`src/rtl/alu_pkg.sv`:
```
package alu_pkg;
  localparam int XLEN = 32;
  localparam int OP_N = 12;

  // Select bit positions; the decoder upstream depends on this order.
  localparam int OP_ADD  = 0;
  localparam int OP_SUB  = 1;
  localparam int OP_SLT  = 2;
  localparam int OP_SLTU = 3;
  localparam int OP_AND  = 4;
  localparam int OP_NOR  = 5;
  localparam int OP_OR   = 6;
  localparam int OP_XOR  = 7;
  localparam int OP_SLL  = 8;
  localparam int OP_SRL  = 9;
  localparam int OP_SRA  = 10;
  localparam int OP_LUI  = 11;
endpackage

```
`src/rtl/alu_addsub.sv`:
```
module alu_addsub #(
  parameter int DATA_W = alu_pkg::XLEN
) (
  input  logic              sub_mode,
  input  logic [DATA_W-1:0] a,
  input  logic [DATA_W-1:0] b,
  output logic [DATA_W-1:0] sum,
  output logic              lt_signed,
  output logic              lt_unsigned
);
  localparam int MSB = DATA_W - 1;

  // One carry chain: a + (b or ~b) + carry_in, carry out in the top bit.
  function automatic logic [DATA_W:0] add_ci(input logic [DATA_W-1:0] x,
                                             input logic [DATA_W-1:0] y,
                                             input logic              ci);
    return {1'b0, x} + {1'b0, y} + {{DATA_W{1'b0}}, ci};
  endfunction

  logic [DATA_W-1:0] b_eff;
  logic [DATA_W:0]   chain;
  logic              carry_out;
  logic              sign_differs;

  assign b_eff        = sub_mode ? ~b : b;
  assign chain        = add_ci(a, b_eff, sub_mode);
  assign sum          = chain[MSB:0];
  assign carry_out    = chain[DATA_W];
  assign sign_differs = a[MSB] ^ b[MSB];
  // Signed: when signs differ the negative operand is smaller; else use the difference sign.
  assign lt_signed    = sign_differs ? a[MSB] : sum[MSB];
  // Unsigned: no carry out of a + ~b + 1 means a < b.
  assign lt_unsigned  = ~carry_out;

  always_comb begin
    if (sub_mode && (a == b)) begin
      a_r4_equal_not_less: assert (!lt_signed && !lt_unsigned && (sum == '0))
        else $error("equal operands reported as less");
    end
  end
endmodule

```
`src/rtl/alu_bitwise.sv`:
```
module alu_bitwise #(
  parameter int DATA_W = alu_pkg::XLEN
) (
  input  logic [DATA_W-1:0] a,
  input  logic [DATA_W-1:0] b,
  output logic [DATA_W-1:0] and_r,
  output logic [DATA_W-1:0] nor_r,
  output logic [DATA_W-1:0] or_r,
  output logic [DATA_W-1:0] xor_r
);
  assign and_r = a & b;
  assign or_r  = a | b;
  assign xor_r = a ^ b;
  assign nor_r = ~or_r;

  always_comb begin
    a_r5_xor_and_partition: assert (((and_r & xor_r) == '0) && ((and_r | xor_r) == or_r))
      else $error("bitwise results inconsistent");
  end
endmodule

```
`src/rtl/alu_shifter.sv`:
```
module alu_shifter #(
  parameter int DATA_W = alu_pkg::XLEN,
  parameter int SH_W   = $clog2(DATA_W)
) (
  input  logic [DATA_W-1:0] a,
  input  logic [SH_W-1:0]   shamt,
  input  logic              dir_left,
  input  logic              arith,
  output logic [DATA_W-1:0] shifted
);
  localparam int MSB = DATA_W - 1;

  function automatic logic [DATA_W-1:0] bit_reverse(input logic [DATA_W-1:0] x);
    logic [DATA_W-1:0] r;
    for (int i = 0; i < DATA_W; i++) r[i] = x[MSB-i];
    return r;
  endfunction

  logic [DATA_W-1:0] stage [SH_W+1];
  logic              fill;

  // Left shifts run through the right shifter on a bit-reversed operand.
  assign stage[0] = dir_left ? bit_reverse(a) : a;
  assign fill     = arith & ~dir_left & a[MSB];

  for (genvar k = 0; k < SH_W; k++) begin : g_stage
    localparam int STEP = 1 << k;
    assign stage[k+1] = shamt[k] ? {{STEP{fill}}, stage[k][MSB:STEP]} : stage[k];
  end

  assign shifted = dir_left ? bit_reverse(stage[SH_W]) : stage[SH_W];

  always_comb begin
    if (shamt == '0) begin
      a_r6_zero_shift_identity: assert (shifted == a)
        else $error("zero shift altered operand");
    end
    if (!dir_left && arith && a[MSB]) begin
      a_r8_sign_fill: assert (shifted[MSB])
        else $error("arithmetic shift lost sign");
    end
    if (!dir_left && !arith && (shamt != '0)) begin
      a_r7_zero_fill: assert (!shifted[MSB])
        else $error("logical right shift filled with one");
    end
  end
endmodule

```
`src/rtl/alu_result_mux.sv`:
```
module alu_result_mux #(
  parameter int DATA_W = alu_pkg::XLEN,
  parameter int OP_N   = alu_pkg::OP_N
) (
  input  logic [OP_N-1:0]              sel,
  input  logic [OP_N-1:0][DATA_W-1:0]  cand,
  output logic [DATA_W-1:0]            out
);
  logic [OP_N-1:0][DATA_W-1:0] masked;

  for (genvar i = 0; i < OP_N; i++) begin : g_mask
    assign masked[i] = cand[i] & {DATA_W{sel[i]}};
  end

  always_comb begin
    out = '0;
    for (int i = 0; i < OP_N; i++) out = out | masked[i];
  end

  always_comb begin
    if (sel == '0) begin
      a_r11_idle_zero: assert (out == '0)
        else $error("empty select leaked a value");
    end
  end
endmodule

```
`src/rtl/onehot_alu.sv`:
```
module onehot_alu
  import alu_pkg::*;
#(
  parameter int DATA_W = XLEN
) (
  input  logic [OP_N-1:0]   op_sel,
  input  logic [DATA_W-1:0] src_a,
  input  logic [DATA_W-1:0] src_b,
  output logic [DATA_W-1:0] result
);
  localparam int SH_W = $clog2(DATA_W);

  logic                        sub_mode;
  logic [DATA_W-1:0]           arith_sum;
  logic                        lt_s;
  logic                        lt_u;
  logic [DATA_W-1:0]           and_r, nor_r, or_r, xor_r;
  logic [DATA_W-1:0]           shift_r;
  logic [OP_N-1:0][DATA_W-1:0] cand;

  // Everything except a plain add drives the chain as a subtractor.
  assign sub_mode = ~op_sel[OP_ADD];

  alu_addsub #(.DATA_W(DATA_W)) u_addsub (
    .sub_mode   (sub_mode),
    .a          (src_a),
    .b          (src_b),
    .sum        (arith_sum),
    .lt_signed  (lt_s),
    .lt_unsigned(lt_u)
  );

  alu_bitwise #(.DATA_W(DATA_W)) u_bitwise (
    .a    (src_a),
    .b    (src_b),
    .and_r(and_r),
    .nor_r(nor_r),
    .or_r (or_r),
    .xor_r(xor_r)
  );

  alu_shifter #(.DATA_W(DATA_W), .SH_W(SH_W)) u_shifter (
    .a       (src_a),
    .shamt   (src_b[SH_W-1:0]),
    .dir_left(op_sel[OP_SLL]),
    .arith   (op_sel[OP_SRA]),
    .shifted (shift_r)
  );

  always_comb begin
    cand          = '0;
    cand[OP_ADD]  = arith_sum;
    cand[OP_SUB]  = arith_sum;
    cand[OP_SLT]  = {{(DATA_W-1){1'b0}}, lt_s};
    cand[OP_SLTU] = {{(DATA_W-1){1'b0}}, lt_u};
    cand[OP_AND]  = and_r;
    cand[OP_NOR]  = nor_r;
    cand[OP_OR]   = or_r;
    cand[OP_XOR]  = xor_r;
    cand[OP_SLL]  = shift_r;
    cand[OP_SRL]  = shift_r;
    cand[OP_SRA]  = shift_r;
    cand[OP_LUI]  = src_b;
  end

  alu_result_mux #(.DATA_W(DATA_W), .OP_N(OP_N)) u_mux (
    .sel (op_sel),
    .cand(cand),
    .out (result)
  );

  always_comb begin
    if (op_sel == (OP_N'(1) << OP_SLT) || op_sel == (OP_N'(1) << OP_SLTU)) begin
      a_r3_compare_is_boolean: assert (result[DATA_W-1:1] == '0)
        else $error("compare result not 0 or 1");
    end
    if (op_sel == (OP_N'(1) << OP_LUI)) begin
      a_r10_pass_through: assert (result == src_b)
        else $error("upper immediate altered");
    end
    if (op_sel == (OP_N'(1) << OP_SUB) && src_a == src_b) begin
      a_r2_self_sub_zero: assert (result == '0)
        else $error("x - x not zero");
    end
  end
endmodule

```
`config.mk`:
```
export PLATFORM = sky130hd
export DESIGN_NAME = onehot_alu
export DESIGN_NICKNAME = d
export VERILOG_FILES = /design/src/rtl/alu_pkg.sv /design/src/rtl/alu_addsub.sv /design/src/rtl/alu_bitwise.sv /design/src/rtl/alu_shifter.sv /design/src/rtl/alu_result_mux.sv /design/src/rtl/onehot_alu.sv
export SDC_FILE = /design/constraint.sdc
export NUM_CORES = 1
export LEC_CHECK = 0
export ABC_AREA = 0
export BUFFER_PORTS_ARGS = -buffer_cell sky130_fd_sc_hd__buf_2
export CAP_MARGIN = 0
export CORE_ASPECT_RATIO = 0.9
export CORE_MARGIN = 5
export CORE_UTILIZATION = 35
export DETAILED_ROUTE_END_ITERATION = 16
export GPL_TIMING_DRIVEN = 0
export SLEW_MARGIN = 20
export SYNTH_ARGS = -nofsm -noshare
export SYNTH_HDL_FRONTEND = slang
export SYNTH_SLANG_ARGS = --single-unit
```
`constraint.sdc`:
```
create_clock -name vclk -period 7.5
set_input_delay 0.75 -clock vclk [all_inputs]
set_output_delay 0.75 -clock vclk [all_outputs]
set_load 0.02 [all_outputs]
```
==> impl_metrics.ini <==
[run_status]
outcome = finished, final reports clean

[worst_setup_path]
cp_num_buf_inv = 6
path_class = in -> out
path_max_fanout = 10
arrival_ps = 5350
required_ps = 6750
critPathLaunchType = primary input
crit_path_cell_trace = buf_2, buf_2, clkbuf_1, clkbuf_1, xnor2_1, inv_1, fa_1, nor2b_1, o2111ai_1, a21oi_1, o221ai_2, o2111ai_1, a41oi_1, o211ai_1, o41ai_1, a211o_1, buf_2
cp-end-kind = output port
path_depth = 17
crit_end = result[26]
critPathTopFamily = compound AO/OA/AOI/OAI gates
crit_path_top_delay_cell = clkbuf_1
cp_common_cell = buf_2
setup.worst_path.start = src_b[1]
critical-path-max-stage-delay_ps = 490

[timing]
setup_tns_ps = 0
rsz0062_at_grt = false
maxSlewViolCount = 0
final-setup-viol-count = 0
hold_viol = 0
setup_ws_ps = 1400
finalCritPeriodShare = 0.813
timing.fmax_ghz = 0.164
tightest_slew_ps = 1010
relSlewSlack = 0.321
min_period_ps = 6100

[die]
num_rows = 48
initial_core_util = 0.356
pin_count = 108
die_h_um = 143
die_area_mm2 = 0.0225
coreArea_mm2 = 0.0192
die_w_um = 157

[layout]
nets = 1234
area_growth_pct = 12.4
final_common_cell = buf_2
fin_util = 0.400
drive_above_1_share = 0.161
layout_common_cells = buf_2 (118), nand2_1 (114), ha_1 (96), a21oi_1 (73), mux2i_1 (73)
n_antenna_cell = 0
design.seq.count = 0
num-clock-buffers = 0
seqCellArea_um2 = 0
fin_cells = 1309

[drt]
drt-total-wl_um = 33400
wl_per_cell_um = 25.5
drt_iter0_markers = 1233
dr.pass1.iters = 8
viasPerCell = 6.41
vias = 8393
drtAntennaViolNets = 0
drc = 0

[place]
dpl.hpwl_um = 27300
io_buffers = 107
dp_cells = 1309
globalplace.congestion = 1.05
place_ws_ps = 1530

[synthesis]
syn-cell-area_mm2 = 0.00685
synthCells = 952
netlist.area_leader.share = 0.175
synth_nets = 1125
synth_area_leader_cell = ha_1
syn_area_per_cell_um2 = 7.19
synth_area_leaders = ha_1 (18%), mux2i_1 (11%), mux4_2 (7.6%), nand2_1 (6.2%), xnor2_1 (5.4%)
ys_warn_count = 0
yosys.cell_types.count = 69
ys_seq_area_frac = 0

[min_path]
holdCritPathClass = in -> out

[global_routing]
grt_use_total = 0.287
grt_max_degree = 11
antenna_found_initial = 0
grt_overflow = 0
grt_pass1_wl_um = 49300
first_global_vias = 7829

[clock_network]
cts_resized = 0
hold_buffers = 0
post_cts_buffers = 0

[pwr]
leakage_nw = 3.49
peakVddDrop_mv = 0.0524
pwr_density_cell_mw_per_mm2 = 96.7

[run]
max_cap_violations = 0
where the power goes:
part	switching (mW)	internal, mW
combinational	0.477	0.267
clock	0	0
sequential	0	0
metal layers:
| layer | up-vias | track usage | wire length [um] | share of wire |
|---|---|---|---|---|
| met5 | - | 0 | 0 | 0 |
| met4 | 0 | 0.0901 | 1450 | 0.043 |
| met3 | 90 | 0.0424 | 3760 | 0.11 |
| met2 | 595 | 0.443 | 14000 | 0.42 |
| met1 | 3930 | 0.411 | 14200 | 0.42 |
| li1 | 3778 | - | - | - |
through the flow:
stage	hold slack (ps)	total power, mW	cell area (um2)
global route	1930	0.794	7700
detailed placement	1900	0.718	7700
floorplan	1700	0.481	6850
CTS	1900	0.721	7700
finish	1890	0.744	7700
global placement	1890	0.718	7700
cell usage after synthesis, types with 4 or more instances:
cell / number
buf_2: 11
a222oi_1: 32
nor2_1: 53
nand3_1: 22
a221o_1: 4
a21oi_1: 73
o21ai_0: 45
mux2_2: 8
o2111ai_1: 4
inv_2: 6
mux2i_1: 73
buf_1: 14
o21a_1: 5
inv_1: 69
buf_6: 4
xor2_1: 13
o221ai_1: 13
clkbuf_1: 41
o211ai_1: 30
mux4_2: 23
nor3_1: 5
ha_1: 96
o21ai_1: 43
and3_1: 7
nor2b_1: 5
nand2_1: 114
a221oi_1: 5
xnor2_1: 42
a21o_1: 19
nand2b_1: 6
a31oi_1: 5
how the worst min path moves through the flow:
stage                    from   endpoint  slack (ps)  cells past startpoint
finish              op_sel[2]  result[0]        1890                      4
CTS                 op_sel[2]  result[0]        1900                      4
floorplan           op_sel[2]  result[0]        1700                      2
global route        op_sel[2]  result[0]        1930                      4
global placement    op_sel[2]  result[0]        1890                      4
detailed placement  op_sel[2]  result[0]        1900                      4
cell type report:
cell class                      instances  area, um2
Timing Repair Buffer                  107        536
Buffer                                 71        314
Tap cell                              250        313
Multi-Input combinational cell        806       6250
Fill cell                            2073      11500
Inverter                               75        282
kinds of logic (layout without fill, tap and decap cells):
logic type,Yosys count,after routing,synth area share
AOI/OAI and AO/OA,316,316,0.315
adders and majority gates,97,97,0.178
and+or+nand+nor,232,232,0.151
xor gates and xnor gates,55,55,0.0703
muxes,106,106,0.199
buffers and inverters,146,253,0.0870
Note: power is estimated with default switching activity, not from simulation.
